===== src/rtl/xw_pkg.sv =====
package xw_pkg;
    localparam int unsigned XW_AW    = 32;
    localparam int unsigned XW_IDX_W = 3;

    localparam int unsigned IDX_CTRL       = 0;
    localparam int unsigned IDX_BASE       = 1;
    localparam int unsigned IDX_FLUSH_ALL  = 5;
    localparam int unsigned IDX_FLUSH_PAGE = 6;

    typedef enum logic [1:0] {
        ST_IDLE  = 2'd0,
        ST_FETCH = 2'd1,
        ST_RESP  = 2'd2
    } walk_state_e;

    typedef struct packed {
        walk_state_e         state;
        logic [XW_AW-1:0]    addr;
        logic                wr;
        logic [XW_AW-1:0]    eaddr;
        logic [XW_AW-1:0]    rsp_addr;
        logic                rsp_err;
    } walk_t;

    typedef struct packed {
        logic [XW_AW-1:0] ctrl;
        logic [XW_AW-1:0] base;
        logic [XW_AW-1:0] win;
    } cfg_t;
endpackage


===== src/rtl/xw_regs.sv =====
module xw_regs
    import xw_pkg::*;
#(
    parameter int unsigned DW           = XW_AW,
    parameter int unsigned IW           = XW_IDX_W,
    parameter int unsigned WIN_MIN_LOG2 = 24,
    parameter int unsigned CODE_LSB     = 2,
    parameter int unsigned CODE_W       = 3
) (
    input  logic          clk,
    input  logic          rst_n,
    input  logic          wr,
    input  logic [IW-1:0] idx,
    input  logic [DW-1:0] wdata,
    output logic [DW-1:0] rdata,
    output logic [DW-1:0] ctrl_q,
    output logic [DW-1:0] base_q,
    output logic [DW-1:0] win_q
);
    localparam logic [IW-1:0] I_CTRL = IW'(IDX_CTRL);
    localparam logic [IW-1:0] I_BASE = IW'(IDX_BASE);

    cfg_t cfg_d, cfg_q;
    logic [CODE_W-1:0] code;

    assign code = wdata[CODE_LSB +: CODE_W];

    always_comb begin
        cfg_d = cfg_q;
        if (wr) begin
            if (idx == I_CTRL) begin
                cfg_d.ctrl = wdata;
                cfg_d.win  = {DW{1'b1}} << (WIN_MIN_LOG2 + 32'(code));
            end else if (idx == I_BASE) begin
                cfg_d.base = wdata;
            end
        end
    end

    always_ff @(posedge clk or negedge rst_n) begin
        if (!rst_n) cfg_q <= '0;
        else        cfg_q <= cfg_d;
    end

    always_comb begin
        case (idx)
            I_CTRL:  rdata = cfg_q.ctrl;
            I_BASE:  rdata = cfg_q.base;
            default: rdata = '0;
        endcase
    end

    assign ctrl_q = cfg_q.ctrl;
    assign base_q = cfg_q.base;
    assign win_q  = cfg_q.win;
endmodule


===== src/rtl/xw_calc.sv =====
module xw_calc
    import xw_pkg::*;
#(
    parameter int unsigned DW         = XW_AW,
    parameter int unsigned PAGE_SHIFT = 12,
    parameter int unsigned TBL_SHIFT  = 4,
    parameter int unsigned ENTRY_LOG2 = 2,
    parameter int unsigned PPN_LSB    = 8,
    parameter int unsigned PPN_W      = 19,
    parameter int unsigned VALID_BIT  = 1,
    parameter int unsigned WRITE_BIT  = 2,
    parameter bit          LE_MEM     = 1'b1
) (
    input  logic          enable,
    input  logic [DW-1:0] win_start,
    input  logic [DW-1:0] base,
    input  logic [DW-1:0] new_addr,
    input  logic [DW-1:0] held_addr,
    input  logic          held_wr,
    input  logic [DW-1:0] raw_entry,
    output logic          bypass,
    output logic [DW-1:0] entry_addr,
    output logic [DW-1:0] phys_addr,
    output logic          fault
);
    localparam int unsigned NBYTES = DW / 8;

    logic [DW-1:0]    entry;
    logic [DW-1:0]    rel;
    logic [PPN_W-1:0] ppn;
    logic             unused_bits;

    generate
        if (LE_MEM) begin : g_swap
            for (genvar b = 0; b < NBYTES; b++) begin : g_byte
                assign entry[b*8 +: 8] = raw_entry[(NBYTES-1-b)*8 +: 8];
            end
        end else begin : g_direct
            assign entry = raw_entry;
        end
    endgenerate

    assign bypass     = !enable || (new_addr < win_start);
    assign rel        = new_addr - win_start;
    assign entry_addr = (base << TBL_SHIFT) + ((rel >> PAGE_SHIFT) << ENTRY_LOG2);

    assign ppn        = entry[PPN_LSB +: PPN_W];
    assign phys_addr  = (DW'(ppn) << PAGE_SHIFT) | DW'(held_addr[PAGE_SHIFT-1:0]);
    assign fault      = !entry[VALID_BIT] || (held_wr && !entry[WRITE_BIT]);

    assign unused_bits = ^{entry, held_addr, rel};
endmodule


===== src/rtl/io_xlate_walker.sv =====
module io_xlate_walker
    import xw_pkg::*;
#(
    parameter int unsigned AW           = XW_AW,
    parameter int unsigned IW           = XW_IDX_W,
    parameter int unsigned WIN_MIN_LOG2 = 24,
    parameter int unsigned PAGE_SHIFT   = 12,
    parameter int unsigned TBL_SHIFT    = 4,
    parameter bit          LE_MEM       = 1'b1
) (
    input  logic          clk,
    input  logic          rst_n,
    input  logic          reg_wr,
    input  logic [IW-1:0] reg_idx,
    input  logic [AW-1:0] reg_wdata,
    output logic [AW-1:0] reg_rdata,
    input  logic          req_valid,
    input  logic          req_write,
    input  logic [AW-1:0] req_addr,
    output logic          req_ready,
    output logic          rsp_valid,
    output logic [AW-1:0] rsp_addr,
    output logic          rsp_err,
    output logic          mem_rd_valid,
    output logic [AW-1:0] mem_rd_addr,
    input  logic          mem_rd_data_valid,
    input  logic [AW-1:0] mem_rd_data
);
    logic [AW-1:0] ctrl_q, base_q, win_start_q;
    logic          bypass, fault;
    logic [AW-1:0] entry_addr, phys_addr;
    walk_t         w_d, w_q;

    xw_regs #(
        .DW(AW), .IW(IW), .WIN_MIN_LOG2(WIN_MIN_LOG2), .CODE_LSB(2), .CODE_W(3)
    ) u_regs (
        .clk(clk), .rst_n(rst_n), .wr(reg_wr), .idx(reg_idx), .wdata(reg_wdata),
        .rdata(reg_rdata), .ctrl_q(ctrl_q), .base_q(base_q), .win_q(win_start_q)
    );

    xw_calc #(
        .DW(AW), .PAGE_SHIFT(PAGE_SHIFT), .TBL_SHIFT(TBL_SHIFT), .ENTRY_LOG2(2),
        .PPN_LSB(8), .PPN_W(19), .VALID_BIT(1), .WRITE_BIT(2), .LE_MEM(LE_MEM)
    ) u_calc (
        .enable(ctrl_q[0]), .win_start(win_start_q), .base(base_q),
        .new_addr(req_addr), .held_addr(w_q.addr), .held_wr(w_q.wr),
        .raw_entry(mem_rd_data), .bypass(bypass), .entry_addr(entry_addr),
        .phys_addr(phys_addr), .fault(fault)
    );

    always_comb begin
        w_d = w_q;
        case (w_q.state)
            ST_IDLE: begin
                if (req_valid) begin
                    w_d.addr = req_addr;
                    w_d.wr   = req_write;
                    if (bypass) begin
                        w_d.state    = ST_RESP;
                        w_d.rsp_addr = req_addr;
                        w_d.rsp_err  = 1'b0;
                    end else begin
                        w_d.state = ST_FETCH;
                        w_d.eaddr = entry_addr;
                    end
                end
            end
            ST_FETCH: begin
                if (mem_rd_data_valid) begin
                    w_d.state    = ST_RESP;
                    w_d.rsp_err  = fault;
                    w_d.rsp_addr = fault ? '0 : phys_addr;
                end
            end
            default: w_d.state = ST_IDLE;
        endcase
    end

    always_ff @(posedge clk or negedge rst_n) begin
        if (!rst_n) w_q <= '0;
        else        w_q <= w_d;
    end

    assign req_ready    = (w_q.state == ST_IDLE);
    assign mem_rd_valid = (w_q.state == ST_FETCH);
    assign mem_rd_addr  = w_q.eaddr;
    assign rsp_valid    = (w_q.state == ST_RESP);
    assign rsp_addr     = w_q.rsp_addr;
    assign rsp_err      = w_q.rsp_err;
endmodule


===== config.mk =====
export PLATFORM = sky130hd
export DESIGN_NAME = io_xlate_walker
export DESIGN_NICKNAME = d
export VERILOG_FILES = /design/src/rtl/xw_pkg.sv /design/src/rtl/xw_regs.sv /design/src/rtl/xw_calc.sv /design/src/rtl/io_xlate_walker.sv
export SDC_FILE = /design/constraint.sdc
export NUM_CORES = 1
export LEC_CHECK = 0
export BUFFER_PORTS_ARGS = -buffer_cell sky130_fd_sc_hd__buf_2
export CAP_MARGIN = 10
export CORE_UTILIZATION = 55
export DETAILED_ROUTE_END_ITERATION = 16
export GPL_ROUTABILITY_DRIVEN = 0
export PLACE_DENSITY = 0.82
export SKIP_LAST_GASP = 1
export SLEW_MARGIN = 20
export SYNTH_ARGS = -nofsm -noshare
export SYNTH_HDL_FRONTEND = slang
export SYNTH_SLANG_ARGS = --single-unit
export TNS_END_PERCENT = 30

===== constraint.sdc =====
create_clock -name clk -period 4.5 [get_ports clk]
set_input_delay 0.9 -clock clk [delete_from_list [all_inputs] [get_ports clk]]
set_output_delay 0.9 -clock clk [all_outputs]
set_load 0.02 [all_outputs]

# After elaboration in Yosys (flattened, before gate mapping)
# Index checks and enable logic that the tools add are counted.
# totals
register_bits,196
in_bits,105
output_inout_bits,100
wordCells,48
# op_classes
addsub,3
magnitude_cmp,1
eq_ne,6
shift,1
n_mux,10
n_bitwise,3
n_reduce_logical,15
# op_table
cell,count
100-bit two-way mux,1
33-bit two-way mux,2
33-bit case mux with 2 select lines,1
32-bit two-way mux,2
32-bit case mux with 2 select lines,1
32-bit by 22-bit adder with 32-bit output,1
32-bit less-than comparator,1
"32-bit by 32-bit left shift with 32-bit output, first input constant",1
32-bit subtractor,1
31-bit by 12-bit OR with 31-bit output,1
"5-bit by 3-bit adder with 6-bit output, first input constant",1
2-bit AND reduction,3
3-bit AND reduction,2
2-bit two-way mux,2
"2-bit by 1-bit inequality test with 1-bit output, second input constant",2
2-bit case mux with 2 select lines,1
4-bit AND reduction,1
"3-bit by 1-bit equality test with 1-bit output, second input constant",1
1-bit zero test,3
3-bit zero test,1
"2-bit by 1-bit equality test with 1-bit output, second input constant",1
"2-bit equality test, second input constant",1
2-bit zero test,1
1-bit logical OR,2
4 further kinds,5

# Longest topological paths before layout
# depth
ltp_word,6
ltp_mapped,16
mapped_depth_nobuf,15

# Cells and area by module
# Synthesis repeated with hierarchy kept, for this count alone.
# hier_totals
cells_unflattened,1037
hier_area_um2,11053.1
# by_module_without_submodules
mod,instances,cells_each,area_per_inst_um2,seq_area_each_um2
io_xlate_walker,1,398,4934.7,2502.4
xw_regs,1,227,3266.9,1801.7
xw_calc,1,412,2851.5,0.0

# Worst setup path before layout
# OpenSTA, ideal clock, no wires.
# synth_path
path_type,input to register
from,in req_addr[25]
to,"reg w_q, in the netlist mem_rd_addr[24]"
setup_ns,0.126
arrival_ns,3.523
required_time_ns,4.374
slack_ns,0.851
path_stages,14
path_buffers,1
cell_sequence,ha_1 -> or3_1 -> o2111a_1 -> nand2_1 -> nand2_1 -> a21oi_1 -> xnor2_1 -> ha_1 -> nand3_1 -> nor3_1 -> a31o_1 -> buf_6 -> a31oi_1 -> a221o_1
# synth_between
elab_chain_cells,4
elab_cells_between_ends,6
cone_classes,add/sub: 2; order compare: 1; bitwise: 1; reduce/logical: 2
# synth_rtl
element,line,text
from (decl),io_xlate_walker.sv:19,"input logic [AW-1:0] req_addr,"
"parallel branches: the longest is 4 deep, another holds 32-bit subtractor",n/a,
to (signal assigned),io_xlate_walker.sv:81,else w_q <= w_d;
to (decl),io_xlate_walker.sv:32,"walk_t w_d, w_q;"
# Parallel ways; which one is timed is not known.
# A chain may end at the register's enable or synchronous reset.

# Worst setup path in the final report
# layout_path
from,in req_addr[25]
to,"reg w_q, in the netlist mem_rd_addr[30]"
# The elaborated chain is that of the path after synthesis.

==> implementation parameters <==
Parameter                              Value

Die
  DIE WIDTH ... 123 µm
  Die ar. ... about 15000 µm²
  Die extent in y ... ~120 µm
  Core area ... 14000 µm²
  Site Rows ... between 40 and 50
  Initial Util ... 56.9%
  Num ports ... about 200

Route
  DR iter-0 viols ... 327
  Residual DRC ... 0
  Detail-routed via count per cell ... ~5.6
  Via count of the routed design ... 6331
  Total iterations of the first detailed-routing run ... 5
  Antenna viol nets, final ... 0
  Average wire length per cell after detail routing ... 16.5 µm
  Post-Route WL ... 18900 µm

Power and ir drop
  Switching power ... about 1.8 mW
  Internal power consumption ... 3.32 mW
  Logic gate share of total power ... 32.6%
  Part of the power in registers ... 37.2%
  Switching Share ... 35.4%
  Power density over the cells ... between 500 and 600 nW/µm²
  Leakage power total ... roughly 4.7 nW
  Maximum vdd drop ... around 0.00038 V
  Relative contribution of the clock network to total power ... 30.2%

Worst setup path
  Register-to-register setup slack ... 1.02 ns
  Endpoint kind of the worst setup timing path ... register
  Reg2Reg Depth ... 14
  Critical path fanouts, max ... 9
  Crit Path Class ... input port to register
  Data required time at the worst endpoint ... 4.80 ns
  Data arrival time of the worst path ... approximately 4.0 ns
  Beginning of the worst register-to-register path ... u_regs.win_q[25]$_DFFE_PN0P_
  Critical R2R Capture ... mem_rd_addr[30]$_DFFE_PN0P_
  Startpoint type of the worst setup path ... input port

Yosys
  Synth top area share ... a little under half
  Post-synthesis instance total ... 840
  Main area contributors after synthesis ... dfrtp_1 (47%), nand2_1 (8.8%), buf_4 (6.0%)
  Most instantiated flip-flop cell in the synthesis netlist ... dfrtp_1
  Synthesis-stage register bit count ... 150
  Yosys Warn Count ... 0
  Avg Inst Size Synth ... 9.51 µm²
  Number of enable-type register cells in the synthesized netlist ... 0
  Yosys top cell by area ... dfrtp_1
  Cell types with the highest counts after synthesis ... nand2_1 (188), dfrtp_1 (150), o21ai_0 (73)
  Part of the Yosys area used for sequential elements ... 47.0%
  Count of different cell masters after synthesis ... 56
  Count leader, synth ... nand2_1
  Post-synthesis cell area ... 7990 µm²
  Share of synthesized flip-flops with an asynchronous set or reset ... 100%

Status
  Run status ... finished, final reports clean

CTS
  H-Tree Depth ... 4
  Post_cts resized ... 0
  Clk Latency, worst-skew pair ... 0.43 ns
  Hold bufs inserted after CTS ... 0
  Register clock-pin slew on the reported worst setup and hold paths ... 0.06 ns
  TritonCTS clock tree ... yes
  TritonCTS buffer count ... 17
  Clock Sinks ... 150
  Clock root buffer ... clkbuf_16
  Post-CTS repair timing setup buffer count ... 0
  Maximum root-to-sink buffer count ... 2

GRT
  Antenna violations before repair ... 1
  Total routing resource utilization after global routing ... a little over a quarter
  Vias in the first global route ... around 6000
  Maximum number of pins on one net before global-route repair ... 102
  First-pass GRT wire length ... between 20000 and 30000 µm
  Overflow left after global routing ... 0

STA
  Worst-case clock skew ... between 0.01 and 0.015 ns
  Least-Margin Pin Slew ... 0.916 ns
  Total of endpoints with negative setup slack in the final report ... 0
  Number of hold violations in the final report ... 0
  Final period utilization ... 82.2%
  Total count of max-transition violations in the final report ... 0
  Maximum clock frequency ... around 270 MHz
  Relative slew slack ... 38.9%
  Unrepaired setup endpoints after global routing ... false
  Period minus WS final ... 3.70 ns
  TNS Setup ... 0 ns

Layout
  Layout cells sized above 1 ... 30.5%
  Antenna cells ... 0
  Syn-to-layout area delta ... 15.9%
  Non-filler cells, final ... 1140
  Filler cells ... between 1000 and 1500
  Total Nets Final ... about 1100

Place
  Post-Place Cells ... 1108
  PortBufs ... 191
  DP Wirelength ... 13800 µm

Worst hold path
  Start point of the worst hold path ... mem_rd_addr[4]$_DFFE_PN0P_
  Hold Crit Class ... register to register
  Hold endpoint ... mem_rd_addr[4]$_DFFE_PN0P_
  Worst hold path depth ... 2

Run
  Number of maximum-capacitance constraint violations ... 0
[metrics by stage]
stage	setup slack (ns)	util, %	power [mW]	cell area [µm²]	hold WS, ns
after floorplan	0.851	-	3.30	8000	0.418
after global placement	0.424	61.2	3.54	8590	0.430
after detailed placement	0.363	61.3	3.60	8600	0.460
after CTS	0.805	65.9	5.16	9260	0.474
after global routing	0.515	65.9	5.44	9260	0.494
final	0.802	65.9	5.13	9260	0.470
[area by class of cell]
class	count	area [µm²]	share of cell area, %
Inverter	20	75.1	0.811
Clock buffer	20	467	5.04
Tap cell	180	225	2.43
Multi-Input combinational cell	554	3480	37.6
Clock inverter	12	190	2.05
Sequential cell	150	3750	40.5
Timing Repair Buffer	204	1070	11.5
[layer usage]
metal	part of all wire, %	wire length (µm)	track usage (%)
met4	2.3	438	8.92
met3	6.0	1130	7.62
met2	47	8870	40.2
met5	0	0	0
met1	45	8410	35.3
[placed cells by master, fill, tap and decap left out, types with 4 or more instances in the layout]
cell	n
nand3_1	5
ha_1	27
o21ai_1	4
o31ai_1	4
nor2_1	23
xor2_1	12
buf_2	190
inv_1	20
xnor2_1	10
a22oi_1	31
o21a_1	4
buf_4	12
or3_1	5
and3_1	6
a21oi_1	26
a31oi_1	6
nand2b_1	6
bufinv_16	4
dfrtp_1	150
o21ai_0	73
clkbuf_16	17
nor3_1	6
mux2_2	42
and2_1	4
a22o_1	33
nand2_1	188
[worst max-delay path by stage]
stage	from	cells past startpoint	to	slack [ns]
after floorplan	req_addr[25]	14	mem_rd_addr[24]$_DFFE_PN0P_	0.85
after global routing	req_addr[24]	14	mem_rd_addr[30]$_DFFE_PN0P_	0.51
after global placement	req_addr[25]	14	mem_rd_addr[30]$_DFFE_PN0P_	0.42
after detailed placement	req_addr[25]	14	mem_rd_addr[30]$_DFFE_PN0P_	0.36
after CTS	req_addr[25]	14	mem_rd_addr[30]$_DFFE_PN0P_	0.80
final	req_addr[25]	14	mem_rd_addr[30]$_DFFE_PN0P_	0.80
[flip-flops by register name, summed over array words and instances (netlist names)]
register and flops:
u_regs.base_q 32, mem_rd_addr 30, rsp_err 1, u_regs.win_q 8, u_regs.ctrl_q 32, w_q 15
rsp_addr 32
[kinds of logic after synthesis]
logic type,after synthesis,synth area share (%)
compound gates,203,17.0
xor+xnor,22,2.41
fa+ha+maj,28,4.48
buf+inv,137,9.75
flops,150,47.0
mux,42,5.92
other cells,1,0.0469
simple gates,257,13.4
[power by group through the flow]
stage	logic [mW]	clock network [mW]	registers, mW
4_1_cts	1.68	1.58	1.91
5_1_grt	1.85	1.64	1.96
6_report	1.67	1.55	1.91
3_3_place_gp	1.63	0	1.91
2_1_floorplan	1.45	0	1.86
3_5_place_dp	1.67	0	1.93
[worst max-delay path: stages]
cell,delay (ns)
buf_2,0.11
ha_1,0.23
or3_1,0.37
o2111a_1,0.27
nand2_1,0.08
nand2_1,0.07
a21oi_1,0.18
xnor2_1,0.12
ha_1,0.36
nand3_1,0.12
nor3_1,0.39
a31o_1,0.39
a31oi_1,0.14
a221o_1,0.28
(Power assumes the default switching activity.)
